[src/rtl/dbuf_uart_tx_pkg.sv]
package dbuf_uart_tx_pkg;

   // Latched control fields; bit order is internal only.
   typedef struct packed {
      logic hi_speed;
      logic bit8;
      logic nine;
      logic tx_en;
   } tx_ctrl_t;

endpackage

[src/rtl/dbuf_uart_tx_baud.sv]
module dbuf_uart_tx_baud #(
   parameter int DIV_W    = 8,
   parameter int HI_SHIFT = 4,
   parameter int LO_SHIFT = 6
) (
   input  logic             clk,
   input  logic             rst_n,
   input  logic             run,
   input  logic             restart,
   input  logic             hi_speed,
   input  logic [DIV_W-1:0] div,
   output logic             tick
);
   localparam int CNT_W = DIV_W + LO_SHIFT + 1;

   logic [CNT_W-1:0] cnt_q;
   logic [CNT_W-1:0] base_w;
   logic [CNT_W-1:0] span_w;
   logic [CNT_W-1:0] limit_w;

   assign base_w  = CNT_W'(div) + CNT_W'(1);
   assign span_w  = hi_speed ? (base_w << HI_SHIFT) : (base_w << LO_SHIFT);
   assign limit_w = span_w - CNT_W'(1);
   assign tick    = run && (cnt_q == limit_w);

   always_ff @(posedge clk) begin
      if (!rst_n)
         cnt_q <= '0;
      else if (!run || restart || tick)
         cnt_q <= '0;
      else
         cnt_q <= cnt_q + CNT_W'(1);
   end
endmodule

[src/rtl/dbuf_uart_tx_hold.sv]
module dbuf_uart_tx_hold #(
   parameter int DATA_W = 8
) (
   input  logic              clk,
   input  logic              rst_n,
   input  logic              wr,
   input  logic [DATA_W-1:0] wr_data,
   input  logic              take,
   input  logic              set_evt,
   input  logic              clr_evt,
   output logic [DATA_W-1:0] data_o,
   output logic              full_o,
   output logic              flag_o
);
   always_ff @(posedge clk) begin
      if (!rst_n) begin
         data_o <= '0;
         full_o <= 1'b0;
         flag_o <= 1'b0;
      end else begin
         if (wr)
            data_o <= wr_data;

         // a take with an empty buffer consumes the write directly
         if (take)
            full_o <= full_o && wr;
         else if (wr)
            full_o <= 1'b1;

         if (clr_evt)
            flag_o <= 1'b0;
         else if (take)
            flag_o <= !(full_o && wr);
         else if (wr)
            flag_o <= 1'b0;
         else if (set_evt)
            flag_o <= 1'b1;
      end
   end
endmodule

[src/rtl/dbuf_uart_tx_shift.sv]
module dbuf_uart_tx_shift #(
   parameter int DATA_W  = 8,
   parameter bit NINE_EN = 1'b1
) (
   input  logic              clk,
   input  logic              rst_n,
   input  logic              tick,
   input  logic              abort,
   input  logic              load,
   input  logic [DATA_W-1:0] ld_data,
   input  logic              ld_nine,
   input  logic              ld_bit8,
   output logic              tx_o,
   output logic              empty_o,
   output logic              done_o
);
   localparam int FW = DATA_W + 3;
   localparam int CW = $clog2(FW + 1);
   localparam logic [CW-1:0] LEN8 = CW'(DATA_W + 2);
   localparam logic [CW-1:0] LEN9 = CW'(DATA_W + 3);

   logic [FW-1:0] sh_q;
   logic [CW-1:0] cnt_q;
   logic [FW-1:0] frame_w;
   logic [CW-1:0] len_w;
   logic          busy_w;

   generate
      if (NINE_EN) begin : g_nine
         assign frame_w = ld_nine ? {1'b1, ld_bit8, ld_data, 1'b0}
                                  : {2'b11, ld_data, 1'b0};
         assign len_w   = ld_nine ? LEN9 : LEN8;
      end else begin : g_eight
         logic unused_cfg;
         assign unused_cfg = ld_nine ^ ld_bit8;
         assign frame_w    = {2'b11, ld_data, 1'b0};
         assign len_w      = LEN8;
      end
   endgenerate

   assign busy_w = (cnt_q != '0);
   assign done_o = tick && (cnt_q == CW'(1));

   always_ff @(posedge clk) begin
      if (!rst_n) begin
         sh_q    <= '1;
         cnt_q   <= '0;
         tx_o    <= 1'b1;
         empty_o <= 1'b1;
      end else if (abort) begin
         cnt_q   <= '0;
         tx_o    <= 1'b1;
         empty_o <= 1'b1;
      end else begin
         if (tick && busy_w)
            tx_o <= sh_q[0];
         if (load) begin
            sh_q    <= frame_w;
            cnt_q   <= len_w;
            empty_o <= 1'b0;
         end else if (tick && busy_w) begin
            sh_q  <= {1'b1, sh_q[FW-1:1]};
            cnt_q <= cnt_q - CW'(1);
            if (cnt_q == CW'(1))
               empty_o <= 1'b1;
         end
      end
   end
endmodule

[src/rtl/dbuf_uart_tx.sv]
module dbuf_uart_tx #(
   parameter int DATA_W   = 8,
   parameter int DIV_W    = 8,
   parameter int HI_SHIFT = 4,
   parameter int LO_SHIFT = 6,
   parameter bit NINE_EN  = 1'b1
) (
   input  logic              clk,
   input  logic              rst_n,
   input  logic              port_en,
   input  logic              wr_data_en,
   input  logic [DATA_W-1:0] wr_data,
   input  logic              wr_ctrl_en,
   input  logic              ctrl_tx_en,
   input  logic              ctrl_nine,
   input  logic              ctrl_bit8,
   input  logic              ctrl_hi_speed,
   input  logic              wr_div_en,
   input  logic [DIV_W-1:0]  wr_div,
   output logic              tx_o,
   output logic              buf_empty_irq,
   output logic              shift_empty
);
   import dbuf_uart_tx_pkg::*;

   generate
      if (LO_SHIFT <= HI_SHIFT) begin : g_bad_prescale
         $error("low-speed prescale must exceed high-speed prescale");
      end
      if (DATA_W < 5 || DIV_W < 1) begin : g_bad_width
         $error("data or divisor width out of range");
      end
   endgenerate

   tx_ctrl_t          ctrl_q;
   logic [DIV_W-1:0]  div_q;
   logic              port_en_d;
   logic              tx_en_d;
   logic              tx_en_w;
   logic              abort_w;
   logic              baud_tick;
   logic              shift_done_w;
   logic              can_take_w;
   logic              load_w;
   logic              hold_full;
   logic [DATA_W-1:0] hold_data;
   logic [DATA_W-1:0] ld_data_w;
   logic              set_evt_w;
   logic              clr_evt_w;

   always_ff @(posedge clk) begin
      if (!rst_n) begin
         ctrl_q    <= '0;
         div_q     <= '0;
         port_en_d <= 1'b0;
         tx_en_d   <= 1'b0;
      end else begin
         if (wr_ctrl_en) begin
            ctrl_q.tx_en    <= ctrl_tx_en;
            ctrl_q.nine     <= ctrl_nine;
            ctrl_q.bit8     <= ctrl_bit8;
            ctrl_q.hi_speed <= ctrl_hi_speed;
         end
         if (wr_div_en)
            div_q <= wr_div;
         port_en_d <= port_en;
         tx_en_d   <= ctrl_q.tx_en;
      end
   end

   assign tx_en_w    = ctrl_q.tx_en;
   assign abort_w    = !(tx_en_w && port_en);
   assign can_take_w = !abort_w && (shift_empty || shift_done_w);
   assign load_w     = can_take_w && (hold_full || wr_data_en);
   assign ld_data_w  = hold_full ? hold_data : wr_data;
   assign set_evt_w  = tx_en_w && port_en && (!port_en_d || !tx_en_d);
   assign clr_evt_w  = !port_en;

   dbuf_uart_tx_baud #(
      .DIV_W(DIV_W), .HI_SHIFT(HI_SHIFT), .LO_SHIFT(LO_SHIFT)
   ) u_baud (
      .clk(clk), .rst_n(rst_n), .run(port_en), .restart(wr_div_en),
      .hi_speed(ctrl_q.hi_speed), .div(div_q), .tick(baud_tick)
   );

   dbuf_uart_tx_hold #(.DATA_W(DATA_W)) u_hold (
      .clk(clk), .rst_n(rst_n), .wr(wr_data_en), .wr_data(wr_data),
      .take(load_w), .set_evt(set_evt_w), .clr_evt(clr_evt_w),
      .data_o(hold_data), .full_o(hold_full), .flag_o(buf_empty_irq)
   );

   dbuf_uart_tx_shift #(.DATA_W(DATA_W), .NINE_EN(NINE_EN)) u_shift (
      .clk(clk), .rst_n(rst_n), .tick(baud_tick), .abort(abort_w),
      .load(load_w), .ld_data(ld_data_w), .ld_nine(ctrl_q.nine),
      .ld_bit8(ctrl_q.bit8), .tx_o(tx_o), .empty_o(shift_empty),
      .done_o(shift_done_w)
   );
endmodule

[config.mk]
export PLATFORM = sky130hd
export DESIGN_NAME = dbuf_uart_tx
export DESIGN_NICKNAME = d
export VERILOG_FILES = /design/src/rtl/dbuf_uart_tx_pkg.sv /design/src/rtl/dbuf_uart_tx_baud.sv /design/src/rtl/dbuf_uart_tx_hold.sv /design/src/rtl/dbuf_uart_tx_shift.sv /design/src/rtl/dbuf_uart_tx.sv
export SDC_FILE = /design/constraint.sdc
export NUM_CORES = 1
export LEC_CHECK = 0
export ABC_AREA = 1
export CORE_MARGIN = 2
export CORE_UTILIZATION = 40
export CTS_CLUSTER_DIAMETER = 30
export CTS_CLUSTER_SIZE = 40
export DETAILED_ROUTE_END_ITERATION = 7
export HOLD_SLACK_MARGIN = 0.03
export MAX_ROUTING_LAYER = met4
export SYNTH_ARGS = -nofsm -noshare
export SYNTH_HDL_FRONTEND = slang
export SYNTH_SLANG_ARGS = --single-unit
[constraint.sdc]
create_clock -name clk -period 3.8 [get_ports clk]
set_clock_uncertainty 0.15 [all_clocks]
set_input_delay 0.76 -clock clk [delete_from_list [all_inputs] [get_ports clk]]
set_output_delay 0.76 -clock clk [all_outputs]
set_load 0.02 [all_outputs]
==> results.tsv <==
metric	value	unit
cts_tree	built	
coreArea	8260	µm²
avgSynthCellArea	6.61	µm²
num_rows	33	
setup_tns	0	ns
place_area	3770	µm²
slew_headroom	0.639	
drv_slew	0	
setup_viol	0	
synth_enable_flop_cells	0	
async_flop_share	0	
synth-seq-area-share	0.320	
finalPower	1240	µW
path_clk_slew	0.10	ns
n_fill_cell	881	
power_density	320	nW/µm²
cts_num_sinks	55	
reg2reg_from	ctrl_q[3]	
hold_viol	0	
cp_common_cell	nand2_1	
setup.worst_path.start_class	flip-flop	
hold_class	reg2reg	
critPathMaxStageDelay	0.68	ns
path_depth	17	
finalCritPeriodShare	0.869	
grt_pass1_wl	13400	µm
drtIter0Drc	81	
synthAdderAreaFrac	0.0218	
totalWireLength	7540	µm
crit_buf_inv	2	
initial_utilization	0.417	
cts_inserted_buffers	5	
syn_to_final_growth	13.0	%
synth_xor_area_frac	0.0153	
cp.arrival	3.34	ns
fin_crit	3.30	ns
rr_endpoint	u_shift.sh_q[6]	
dr_wl_met3	189	µm
top_layer_used	met4	
insertedDiodeCount	0	
intPower	885	µW
combPwrFrac	0.177	
yosys.area_share.simple	0.443	
vias	3161	
drc	0	
cts_setup_buffers	0	
p_switching	359	µW
swShare	0.289	
wl_met1	3470	µm
synthesis.nets	552	
cts.root.buffer_cell	clkbuf_8	
die_w	96.7	µm
clock_path_buffers	2	
worst_ep_required_time	3.84	ns
r2r_cells	17	
design_area	3890	µm²
yosysTopAreaCell	dfxtp_1	
cp_max_fo	26	
yosys_warnings	0	
crit_end	u_shift.sh_q[6]	
placed_cells	638	
grt_usage	0.173	
synth.top_cells.by_area	dfxtp_1, nand2_1, nand3_1	
pwr-share-clk	0.324	
firstDrtPassIters	4	
grt_pass1_vias	3105	
grt_overflow	0	
outcome	completed	
slowest_stage	dfxtp_1	
cp-end-kind	flip-flop	
crit_chain	inv_1 > nand2_1 > nand3_2 > nor2_8 > inv_2 > nand2_1 > nand2_1 > nor2_1 > nand2_1 > nor2_2 > nand3_2 > nor2_4 > nand3_2 > nand2_4 > nand3_4 > nand3_1 > nand3_1	
antenna_found_initial	0	
drive_above_1_share	0.0998	
synth_ff_type	dfxtp_1	
rrSetupSlack	0.50	ns
grt_max_degree	29	
rsz0062_at_grt	no	
ys_ff_latch	55	
crit_start	ctrl_q[3]	
synth_mux_area_frac	0	
via_per_inst	4.89	
die-area	9360	µm²
synth.distinct_cells	33	
synth.most_common_cell	nand2_1	
synth_top_family_by_area	simple AND/OR/NAND/NOR gates	
place_hpwl	5890	µm
drv_cap	0	
synth-compound-area-share	0.0968	
layout.nets	572	
netlist_instances	520	
top_level_ports	29	
fmax	0.303	GHz
io_buffers	28	
cts_hold_buffers	0	
gp_congestion	0.864	
layoutNonFillerInstCount	646	
cts_resized	0	
synth_commonest_cells	nand2_1, inv_1, dfxtp_1, nand3_1, nor2_1	
synth_top_area_share	0.320	
leakagePower	0.00177	µW
ant_nets	0	
max-vdd-ir-drop	0.185	mV
wl_per_cell	11.7	µm
sequentialPowerShare	0.500	
synth_area	3440	µm²
worstMarginPinSlew	0.541	ns
htree_levels	2	
wl_met2	3830	µm
critPathTopFamily	simple AND/OR/NAND/NOR gates	
worstSetupPathType	reg2reg	
die_height	96.7	µm
worstSkewPairLatency	0.31	ns
[worst min path at each step]
stage                startpoint                to  slack (ns)  cells past startpoint
2_1_floorplan   u_baud.cnt_q[0]   u_baud.cnt_q[0]        0.27                      1
3_3_place_gp            tx_en_w           tx_en_d        0.28                      2
3_5_place_dp   u_hold.data_o[7]  u_hold.data_o[7]        0.30                      2
4_1_cts        u_hold.data_o[7]  u_hold.data_o[7]        0.31                      2
5_1_grt        u_hold.data_o[2]  u_hold.data_o[2]        0.34                      2
6_report       u_hold.data_o[2]  u_hold.data_o[2]        0.31                      2
[metal layers]
| layer | track usage | vias to the layer above |
|---|---|---|
| met4 | 0.0368 | 0 |
| met5 | - | - |
| met1 | 0.196 | 1408 |
| met3 | 0.0253 | 7 |
| met2 | 0.321 | 25 |
| li1 | - | 1721 |
[worst reg2reg max path, stage by stage (launching register included)]
cell	delay [ns]
dfxtp_1	0.68
inv_1	0.37
nand2_1	0.16
nand3_2	0.16
nor2_8	0.16
inv_2	0.06
nand2_1	0.05
nand2_1	0.05
nor2_1	0.11
nand2_1	0.08
nor2_2	0.09
nand3_2	0.11
nor2_4	0.14
nand3_2	0.09
nand2_4	0.16
nand3_4	0.31
nand3_1	0.18
nand3_1	0.08
[metrics by stage]
| stage | util | hold slack [ns] | setup WS [ns] |
|---|---|---|---|
| finish | 0.471 | 0.309 | 0.499 |
| global route | 0.471 | 0.344 | 0.00736 |
| detailed placement | 0.457 | 0.298 | 0.503 |
| global placement | 0.457 | 0.280 | 0.585 |
| CTS | 0.471 | 0.315 | 0.486 |
| floorplan | - | 0.268 | 0.998 |
[logic make-up after synthesis]
group | after synthesis
AO/OA/AOI/OAI | 63
adder cells (fa/ha/maj) | 6
flip-flops | 55
AND/OR/NAND/NOR | 304
buffers and inverters | 86
XOR/XNOR | 6
[power groups by stage]
stage | combinational (µW) | clock (µW) | sequential [µW]
finish | 220 | 403 | 622
global route | 253 | 440 | 626
CTS | 223 | 415 | 622
detailed placement | 221 | 0 | 635
global placement | 218 | 0 | 634
floorplan | 168 | 0 | 625
[final cells by class]
| class | instances | area, µm² | area share |
|---|---|---|---|
| inverters | 69 | 259 | 0.0666 |
| clock inverters | 3 | 46.3 | 0.0119 |
| well taps | 105 | 131 | 0.0338 |
| repair buffers | 30 | 295 | 0.0760 |
| flip-flops and latches | 55 | 1100 | 0.283 |
| multi-input cells | 379 | 1980 | 0.511 |
| clock buffers | 5 | 68.8 | 0.0177 |
[registers in the layout (all words and copies together) (netlist names)]
register / cells
u_hold.flag_o: 1
u_baud.cnt_q: 15
u_shift.empty_o: 1
u_hold.full_o: 1
ctrl_q: 3
div_q: 8
u_shift.cnt_q: 4
tx_en_w: 1
u_shift.tx_o: 1
port_en_d: 1
u_hold.data_o: 8
tx_en_d: 1
u_shift.sh_q: 10
[placed cells by master (no fill, tap or decap), types with 8 or more instances in the layout]
master	Yosys	routed
nand2_1	147	147
inv_1	67	67
nand3_1	55	55
dfxtp_1	55	55
nor2_1	33	33
o21ai_0	29	29
a21oi_1	28	28
clkdlybuf4s50_1	0	28
nand4_1	18	18
nand3_2	17	17
nand2_2	8	8
No activity file was read; power rests on OpenSTA's default activity.
